`src/rtl/pwmcap_pkg.sv`:
```
package pwmcap_pkg;
  typedef enum logic [1:0] {
    ST_IDLE = 2'd0,
    ST_MEAS = 2'd1,
    ST_DONE = 2'd2
  } cap_state_e;

  localparam int EDIV_W  = 2;
  localparam int EPH_W   = 3;
  localparam int NUM_EDG = 2;
endpackage

```
`src/rtl/pwmcap_insel.sv`:
```
module pwmcap_insel #(
  parameter int SYNC_STAGES = 2
) (
  input  logic clk,
  input  logic rst_n,
  input  logic pin_a,
  input  logic pin_b,
  input  logic pin_sel,
  output logic rise,
  output logic fall
);
  logic                 raw_pin;
  logic [SYNC_STAGES:0] shreg;

  assign raw_pin = pin_sel ? pin_b : pin_a;

  always_ff @(posedge clk or negedge rst_n) begin
    if (!rst_n) shreg <= '0;
    else        shreg <= {shreg[SYNC_STAGES-1:0], raw_pin};
  end

  // shreg[SYNC_STAGES-1] is the synchronized level, the top bit its history
  assign rise =  shreg[SYNC_STAGES-1] & ~shreg[SYNC_STAGES];
  assign fall = ~shreg[SYNC_STAGES-1] &  shreg[SYNC_STAGES];
endmodule

```
`src/rtl/pwmcap_timebase.sv`:
```
module pwmcap_timebase #(
  parameter int CNT_W = 16,
  parameter int PSC_W = 8
) (
  input  logic             clk,
  input  logic             rst_n,
  input  logic             run,
  input  logic [PSC_W-1:0] tick_div,
  input  logic [CNT_W-1:0] cnt_mod,
  output logic [CNT_W-1:0] cnt
);
  logic [PSC_W-1:0] pre;

  always_ff @(posedge clk or negedge rst_n) begin
    if (!rst_n) begin
      pre <= '0;
      cnt <= '0;
    end else if (!run) begin
      pre <= '0;
      cnt <= '0;
    end else if (pre == tick_div) begin
      pre <= '0;
      cnt <= (cnt == cnt_mod - 1'b1) ? '0 : cnt + 1'b1;
    end else begin
      pre <= pre + 1'b1;
    end
  end
endmodule

```
`src/rtl/pwmcap_evdiv.sv`:
```
module pwmcap_evdiv
  import pwmcap_pkg::*;
(
  input  logic              clk,
  input  logic              rst_n,
  input  logic              clr,
  input  logic              ev,
  input  logic [EDIV_W-1:0] ratio,
  output logic              hit
);
  logic [EPH_W-1:0] ph;
  logic [EPH_W:0]   span;
  logic [EPH_W-1:0] mask;

  assign span = ({{EPH_W{1'b0}}, 1'b1} << ratio) - 1'b1;
  assign mask = span[EPH_W-1:0];
  assign hit  = ev && ((ph & mask) == '0);

  always_ff @(posedge clk or negedge rst_n) begin
    if (!rst_n)     ph <= '0;
    else if (clr)   ph <= '0;
    else if (ev)    ph <= (ph + 1'b1) & mask;
  end
endmodule

```
`src/rtl/pwmcap_calc.sv`:
```
module pwmcap_calc
  import pwmcap_pkg::*;
#(
  parameter int CNT_W = 16
) (
  input  logic [CNT_W-1:0]  t_ref,
  input  logic [CNT_W-1:0]  t_fall,
  input  logic [CNT_W-1:0]  t_end,
  input  logic [CNT_W-1:0]  cnt_mod,
  input  logic [EDIV_W-1:0] ratio,
  output logic [CNT_W-1:0]  period,
  output logic [CNT_W-1:0]  high
);
  localparam int W = CNT_W + 1;

  function automatic logic [W-1:0] span(input logic [CNT_W-1:0] a,
                                        input logic [CNT_W-1:0] b,
                                        input logic [CNT_W-1:0] m);
    if (a <= b) span = {1'b0, b} - {1'b0, a};
    else        span = {1'b0, m} - {1'b0, a} + {1'b0, b};
  endfunction

  logic [W-1:0] raw_p, raw_h, race_h, one_p, fix_h;

  always_comb begin
    raw_p  = span(t_ref, t_end, cnt_mod);
    raw_h  = span(t_ref, t_fall, cnt_mod);
    race_h = (raw_h > raw_p) ? raw_h - raw_p : raw_h;
    one_p  = raw_p >> ratio;
    if (ratio != '0 && race_h >= one_p) fix_h = one_p - (raw_p - race_h);
    else                                fix_h = race_h;
    period = one_p[CNT_W-1:0];
    high   = fix_h[CNT_W-1:0];
  end
endmodule

```
`src/rtl/pwmcap_top.sv`:
```
module pwmcap_top
  import pwmcap_pkg::*;
#(
  parameter int CNT_W    = 16,
  parameter int PSC_W    = 8,
  parameter int TMO_W    = 20,
  parameter int READ_LAG = 4
) (
  input  logic              clk,
  input  logic              rst_n,
  input  logic              pin_a,
  input  logic              pin_b,
  input  logic              pin_sel,
  input  logic [PSC_W-1:0]  tick_div,
  input  logic [CNT_W-1:0]  cnt_mod,
  input  logic [1:0]        edge_div,
  input  logic [TMO_W-1:0]  tmo_limit,
  input  logic              start,
  output logic              res_valid,
  input  logic              res_ready,
  output logic [CNT_W-1:0]  res_period,
  output logic [CNT_W-1:0]  res_high,
  output logic              timed_out
);
  localparam int LAG_W = $clog2(READ_LAG + 1);

  cap_state_e          state;
  logic                meas;
  logic                rise, fall;
  logic [NUM_EDG-1:0]  evs, hits;
  logic [CNT_W-1:0]    cnt;
  logic [CNT_W-1:0]    cap_r, cap_f, t0;
  logic                lag_on, second;
  logic [LAG_W-1:0]    lag_cnt;
  logic [TMO_W-1:0]    tmo_cnt;
  logic [CNT_W-1:0]    calc_p, calc_h, period_q, high_q;
  logic                read_now, finish;

  assign meas = (state == ST_MEAS);

  pwmcap_insel #(.SYNC_STAGES(2)) i_insel (
    .clk(clk), .rst_n(rst_n), .pin_a(pin_a), .pin_b(pin_b),
    .pin_sel(pin_sel), .rise(rise), .fall(fall)
  );

  pwmcap_timebase #(.CNT_W(CNT_W), .PSC_W(PSC_W)) i_tb (
    .clk(clk), .rst_n(rst_n), .run(meas), .tick_div(tick_div),
    .cnt_mod(cnt_mod), .cnt(cnt)
  );

  // index 0: rising-edge capture unit, index 1: falling-edge capture unit
  assign evs = {fall, rise};
  for (genvar g = 0; g < NUM_EDG; g++) begin : g_div
    pwmcap_evdiv i_div (
      .clk(clk), .rst_n(rst_n), .clr(!meas), .ev(evs[g]),
      .ratio(edge_div), .hit(hits[g])
    );
  end

  pwmcap_calc #(.CNT_W(CNT_W)) i_calc (
    .t_ref(t0), .t_fall(cap_f), .t_end(cap_r), .cnt_mod(cnt_mod),
    .ratio(edge_div), .period(calc_p), .high(calc_h)
  );

  assign read_now = lag_on && (lag_cnt == LAG_W'(READ_LAG - 1));
  assign finish   = read_now && second;

  always_ff @(posedge clk or negedge rst_n) begin
    if (!rst_n) begin
      state     <= ST_IDLE;
      cap_r     <= '0;
      cap_f     <= '0;
      t0        <= '0;
      lag_on    <= 1'b0;
      lag_cnt   <= '0;
      second    <= 1'b0;
      tmo_cnt   <= '0;
      period_q  <= '0;
      high_q    <= '0;
      timed_out <= 1'b0;
    end else begin
      case (state)
        ST_IDLE: begin
          if (start) begin
            state     <= ST_MEAS;
            cap_r     <= '0;
            cap_f     <= '0;
            lag_on    <= 1'b0;
            lag_cnt   <= '0;
            second    <= 1'b0;
            tmo_cnt   <= '0;
            timed_out <= 1'b0;
          end
        end
        ST_MEAS: begin
          tmo_cnt <= tmo_cnt + 1'b1;
          if (lag_on) lag_cnt <= lag_cnt + 1'b1;
          // pair read samples the capture registers before this edge
          if (read_now) begin
            lag_on <= 1'b0;
            if (!second) begin
              t0     <= cap_r;
              second <= 1'b1;
            end else begin
              period_q <= calc_p;
              high_q   <= calc_h;
              state    <= ST_DONE;
            end
          end
          if (hits[1]) cap_f <= cnt;
          if (hits[0]) begin
            cap_r   <= cnt;
            lag_on  <= 1'b1;
            lag_cnt <= '0;
          end
          // a completing read wins over an expiring timeout
          if (!finish && tmo_cnt == tmo_limit - 1'b1) begin
            timed_out <= 1'b1;
            state     <= ST_IDLE;
          end
        end
        ST_DONE: begin
          if (res_ready) state <= ST_IDLE;
        end
        default: state <= ST_IDLE;
      endcase
    end
  end

  assign res_valid  = (state == ST_DONE);
  assign res_period = period_q;
  assign res_high   = high_q;
endmodule

```
`config.mk`:
```
export PLATFORM = sky130hd
export DESIGN_NAME = pwmcap_top
export DESIGN_NICKNAME = d
export VERILOG_FILES = /design/src/rtl/pwmcap_pkg.sv /design/src/rtl/pwmcap_insel.sv /design/src/rtl/pwmcap_timebase.sv /design/src/rtl/pwmcap_evdiv.sv /design/src/rtl/pwmcap_calc.sv /design/src/rtl/pwmcap_top.sv
export SDC_FILE = /design/constraint.sdc
export NUM_CORES = 1
export LEC_CHECK = 0
export CAP_MARGIN = 20
export CORE_ASPECT_RATIO = 0.9
export CORE_MARGIN = 3
export CORE_UTILIZATION = 53
export CTS_BUF_LIST = sky130_fd_sc_hd__clkbuf_8
export CTS_CLUSTER_DIAMETER = 60
export DETAILED_ROUTE_END_ITERATION = 10
export DONT_BUFFER_PORTS = 1
export PLACE_DENSITY = 0.82
export SYNTH_ARGS = -nofsm -noshare
export SYNTH_HDL_FRONTEND = slang
export SYNTH_SLANG_ARGS = --single-unit
```
`constraint.sdc`:
```
create_clock -name clk -period 9.1 [get_ports clk]
set_input_delay 0 -clock clk [delete_from_list [all_inputs] [get_ports clk]]
set_output_delay 0 -clock clk [all_outputs]
set_load 0.05 [all_outputs]
```
-- Word-level counts from Yosys, hierarchy flattened
Cells that the tools add are included.
- flip-flop bits (word level): 141
- bits of input ports: 53
- output and inout port bits: 34
- word-level logic and storage cells: 128
- add/subtract/negate cells: 17
- order comparisons: 4
- equal/unequal tests: 19
- shift-type cells: 2
- muxes and demuxes: 39
- bitwise gates (word level): 9
- reduce and logical (&&, ||, !) cells: 22
- operators by type and width (operator ; count):
    16-bit two-way mux ; 7
    16-bit case mux with 2 select lines ; 2
    17-bit two-way mux ; 3
    16-bit by 16-bit subtractor with 17-bit output ; 3
    20-bit case mux with 2 select lines ; 1
    17-bit by 16-bit adder with 17-bit output ; 2
    16-bit <= comparator ; 2
    16-bit subtractor ; 2
    3-bit AND reduction ; 8
    3-bit two-way mux ; 7
    20-bit by 1-bit adder with 20-bit output (second input constant) ; 1
    20-bit == test ; 1
    20-bit two-way mux ; 1
    20-bit by 1-bit subtractor with 20-bit output (second input constant) ; 1
    17-bit greater-or-equal comparator ; 1
    17-bit greater-than comparator ; 1
    17-bit by 2-bit right shift with 17-bit output ; 1
    17-bit subtractor ; 1
    16-bit by 1-bit adder with 16-bit output (second input constant) ; 1
    16-bit == test ; 1
    8-bit two-way mux ; 2
    16-bit by 1-bit subtractor with 16-bit output (second input constant) ; 1
    3-bit AND ; 4
    2-bit two-way mux ; 5
    25 further kinds ; 53

-- Logic depth before layout (Yosys ltp)
- depth in word-level cells: 8
- gate-level depth with buffers: 49
- gate-level depth less buffers: 47

-- By module
A second synthesis with hierarchy kept.
- cell total of the unflattened synthesis: 1735
- area, all modules: 14493.9 um^2
- modules (own cells, without submodules) (module ; instances ; cells each ; area each (um^2) ; sequential area each (um^2)):
    pwmcap_calc ; 1 ; 986 ; 7040.5 ; 0.0
    pwmcap_top ; 1 ; 471 ; 5026.1 ; 2702.6
    pwmcap_timebase ; 1 ; 230 ; 1944.4 ; 600.6
    pwmcap_evdiv ; 2 ; 21 ; 190.2 ; 75.1
    pwmcap_insel ; 1 ; 6 ; 102.6 ; 75.1

-- Worst setup path before layout
OpenSTA, ideal clock, no wires.
- kind: register to register
- from: register t0[1]
- to: register high_q[14], in the netlist res_high[14]
- library setup time: 126 ps
- data arrival time: 8773 ps
- data required time: 8974 ps
- setup slack: 201 ps
- cell stages (with the launch flop): 49
- buffers on the path: 1
- clock period less this slack: 8899 ps
- cell sequence: dfrtp_1 inv_1 ha_1 nor2b_1 o21ai_0 a21boi_0 o21ai_0 a21boi_0 o21ai_0 a21boi_0 o21ai_0 a21oi_1 o21ai_0 nand2b_1 a211oi_1 nor2_1 ha_1 nand3_1 [13 not listed] ha_1 inv_1 ha_1 inv_1 fa_1 nor2b_1 o21ai_0 a21oi_1 o21ai_0 a21oi_1 o21ai_0 nand2b_1 a21o_1 a21oi_1 o21ai_0 mux2i_1 a21oi_1 a221o_1
- cells in the longest elaborated chain, start to end: 8
- elaborated cells between the ends (all ways): 18
- those cells by class: add/sub: 8; order compare: 4; shift: 1; mux: 4; reduce/logical: 1
- RTL lines (element ; RTL line ; text):
    start, declared ; pwmcap_top.sv:32 ; logic [CNT_W-1:0] cap_r, cap_f, t0;
    start signal, assigned ; pwmcap_top.sv:102 ; t0 <= cap_r;
    16-bit by 16-bit subtractor with 17-bit output ; pwmcap_calc.sv:20 ; else span = {1'b0, m} - {1'b0, a} + {1'b0, b};
    17-bit by 16-bit adder with 17-bit output ; pwmcap_calc.sv:20 ;
    17-bit two-way mux ; pwmcap_calc.sv:19 ; if (a <= b) span = {1'b0, b} - {1'b0, a};
    17-bit subtractor or 17-bit greater-than comparator (tied branches) ; pwmcap_calc.sv:28 ; race_h = (raw_h > raw_p) ? raw_h - raw_p : raw_h;
    17-bit two-way mux ; pwmcap_calc.sv:28 ;
    16-bit subtractor or 17-bit greater-or-equal comparator (tied branches) ; pwmcap_calc.sv:30 ; if (ratio != '0 && race_h >= one_p) fix_h = one_p - (raw_p - race_h);
    16-bit subtractor or 1-bit logical AND (tied branches) ; pwmcap_calc.sv:30 ;
    16-bit two-way mux * ; pwmcap_calc.sv:30 ;
    end signal, assigned ; pwmcap_top.sv:106 ; high_q <= calc_h;
    end, declared ; pwmcap_top.sv:36 ; logic [CNT_W-1:0] calc_p, calc_h, period_q, high_q;
Every way passes the cells marked *; elsewhere a longest branch is shown, timed or not.
A chain may end at the register's enable or synchronous reset.

-- Worst setup path in the final report
- from: register t0[1]
- to: register high_q[12], in the netlist res_high[12]
Same word-level chain as after synthesis.

==> results.py <==
metrics = {
    "sta": {
        "fin_crit_sh_pct": 98.88,
        "worst_slack_ns": 0.1019,
        "holdWs_ns": 0.02052,
        "slew_headroom_pct": 28.39,
        "hold_viol_final": 0,
        "finalSetupViolations": 0,
        "slew_violations": 0,
        "finClkSkew_ns": 0.01705,
        "rsz0062_at_grt": "true",
        "fmax_mhz": 111.1,
        "worst_slew_pin_slew_ns": 1.074,
        "fin_crit_ns": 8.998,
    },
    "global_routing": {
        "grt_max_degree": 142,
        "overflow": 0,
        "grt_pass1_wl_mm": 68.99,
        "grt_pass1_vias": 13820,
        "grt_util_all_layers_pct": 28.46,
        "antenna_found_initial": 1,
    },
    "drt": {
        "remaining_drc_errors": 0,
        "wl_mm": 41.69,
        "drt-initial-drc-count": 1136,
        "drt-vias-per-instance": 6.147,
        "drt_first_pass_iters": 6,
        "postRouteAntennaNets": 0,
        "dr_total_vias": 13940,
        "detail_route.wl_per_cell_um": 18.38,
    },
    "final_layout": {
        "syn_to_final_growth_pct": 13.45,
        "utilization_pct": 62.03,
        "drive_gt1_share_pct": 13.18,
        "antenna_cells": 0,
        "layout_common_cells": "182 x nand2_1, 176 x o21ai_0, 141 x dfrtp_1",
        "mostFrequentLayoutCell": "nand2_1",
        "nNetsFinal": 2118,
        "nFillCells": 2284,
    },
    "status": {
        "status": "finished, final reports clean",
    },
    "floorplanning": {
        "die_y_um": 162.6,
        "ios": 87,
        "rows": 56,
        "fp.dieW_um": 180.0,
        "start_util_pct": 54.68,
        "core_um2": 26420,
        "die_area_um2": 29270,
    },
    "yosys": {
        "syn_area_per_cell_um2": 8.001,
        "ys_warn_count": 0,
        "synth-seq-area-share_pct": 24.43,
        "synthArstFlopShare_pct": 100.0,
        "ys_ff_latch": 141,
        "syn-num-nets": 2016,
        "yosys_most_used_dff": "dfrtp_1",
        "syn-instance-count": 1805,
        "ys_types": 89,
        "netlist_area_um2": 14440,
        "synth_edf_count": 0,
    },
    "min_path": {
        "worst_hold_path_type": "in2reg",
    },
    "critical_path": {
        "critPathBufInv": 7,
        "critPathCaptureType": "flip-flop",
        "cpMostUsedCell": "o21ai_1",
        "critPathLaunchType": "flip-flop",
        "arrival_ns": 9.37,
        "worstPathRequired_ns": 9.47,
        "slowest_delay_ns": 0.65,
        "cp_top_family": "compound AO/OA/AOI/OAI gates",
        "crit_type": "reg2reg",
        "cp_max_fo": 3,
        "critPathSlowestCell": "fa_1",
    },
    "clock_tree": {
        "clkSlewWorstSetupHoldPaths_ns": 0.09,
        "h-tree-depth": 4,
        "insertion_delay_ns": 0.48,
        "cts_made_buffers": 17,
        "cts-root-buf": "clkbuf_8",
        "cts_sinks": 141,
        "clockBufferDepth": 2,
        "cts_tree": "done",
    },
    "placement": {
        "dp_slack_ns": -0.5426,
        "gp_congestion": 1.029,
        "place.port_buffers": 0,
        "hpwl_mm": 32.28,
    },
    "job": {
        "drv_cap": 0,
    },
}
==> final cells by class <==
cell class	count	area (um^2)	share of cell area [%]
clock buffers	18	247.7	1.512
repair buffers	141	1107	6.758
flip-flops and latches	141	3528	21.53
clock inverters	14	131.4	0.8018
inverters	121	454.2	2.772
multi-input cells	1485	10480	63.97
well taps	348	435.4	2.657
==> state kept, by name, indices dropped and copies added, names as in the netlist, 2 cells and up <==
signal and count:
g_div.i_div.ph 6, t0 16, i_tb.pre 8, i_tb.cnt 16
state 2, tmo_cnt 20, i_insel.shreg 3, lag_cnt 3
cap_r 16, res_period 16, res_high 16, cap_f 16
==> kinds of logic (layout without fill, tap and decap cells) <==
kind of cell	Yosys count	after routing	synth area share, %
and+or+nand+nor	613	613	20.97
adders and majority gates	158	158	14.57
DFF	141	141	24.43
AOI/OAI and AO/OA	553	553	24.73
xor gates and xnor gates	127	127	7.797
buffers and inverters	179	294	4.843
muxes	34	34	2.660
==> cell usage after synthesis (9+ instances only) <==
master	instances	share of area, %
xnor2_1	68	4.1
dfrtp_1	141	24
mux2_2	9	0.70
fa_1	17	2.4
nor2b_1	20	0.87
o21ai_0	189	6.5
a31oi_1	14	0.61
nor4_1	10	0.43
or3_1	17	0.74
o31ai_1	13	0.68
nand4_1	24	1.0
nand3_1	71	2.5
o211ai_1	24	1.2
xor2_1	58	3.5
a221o_1	9	0.62
and3_1	33	1.4
o21a_1	21	1.1
clkbuf_1	45	1.2
inv_1	120	3.1
nor2_1	122	3.2
a21oi_1	116	4.0
mux2i_1	20	1.4
a211oi_1	22	1.1
a21o_1	42	2.2
ha_1	141	12
nand2b_1	46	2.0
and2_1	16	0.69
nor3_1	31	1.1
nand2_1	182	4.7
==> per-stage QoR <==
step / TNS (ns) / cells / cell area (um^2)
2_1_floorplan: 0 / 1805 / 14440
3_3_place_gp: -0.7447 / 2217 / 15560
3_5_place_dp: -3.145 / 2217 / 15560
4_1_cts: -0.06547 / 2261 / 16090
5_1_grt: -2.362 / 2268 / 16390
6_report: 0 / 2268 / 16390
==> worst register-to-register path, delay by kind of cell (launching register included) <==
family	cells	cell delay (ns)
xor+xnor	1	0.10
mux	1	0.06
compound gates	25	3.91
fa+ha+maj	5	1.83
simple gates	11	1.78
flops	1	0.38
buf+inv	7	0.84
==> routing by layer <==
metal  track usage (%)  wire, um
met1             37.40     18240
met2             47.31     19480
met3             4.801      2558
met4             11.04      1396
met5                 0        13
==> timing repair <==
item                       CTS  global route
pin swaps                    7            41
resized for setup           11            55
setup buffers                1             7
setup endpoints to repair   16            16
hold buffers                11             0
hold endpoints to repair   184             0
==> final timing paths <==
kind	from	slack (ns)	endpoint	depth (start not counted)
max in group asynchronous	rst_n	8.35	res_period[8]$_DFFE_PN0P_	2
min in group asynchronous	rst_n	0.14	i_tb.cnt[5]$_DFFE_PN0P_	2
min reg2reg	i_insel.shreg[0]$_DFF_PN0_	0.36	i_insel.shreg[1]$_DFF_PN0_	0
min	edge_div[0]	0.02	res_period[2]$_DFFE_PN0P_	5
max reg2reg	t0[1]$_DFFE_PN0P_	0.10	res_high[12]$_DFFE_PN0P_	50
max	t0[1]$_DFFE_PN0P_	0.10	res_high[12]$_DFFE_PN0P_	50
Power is not shown: default switching activity piles up to over one toggle a cycle in this logic, so the estimate is an artifact.
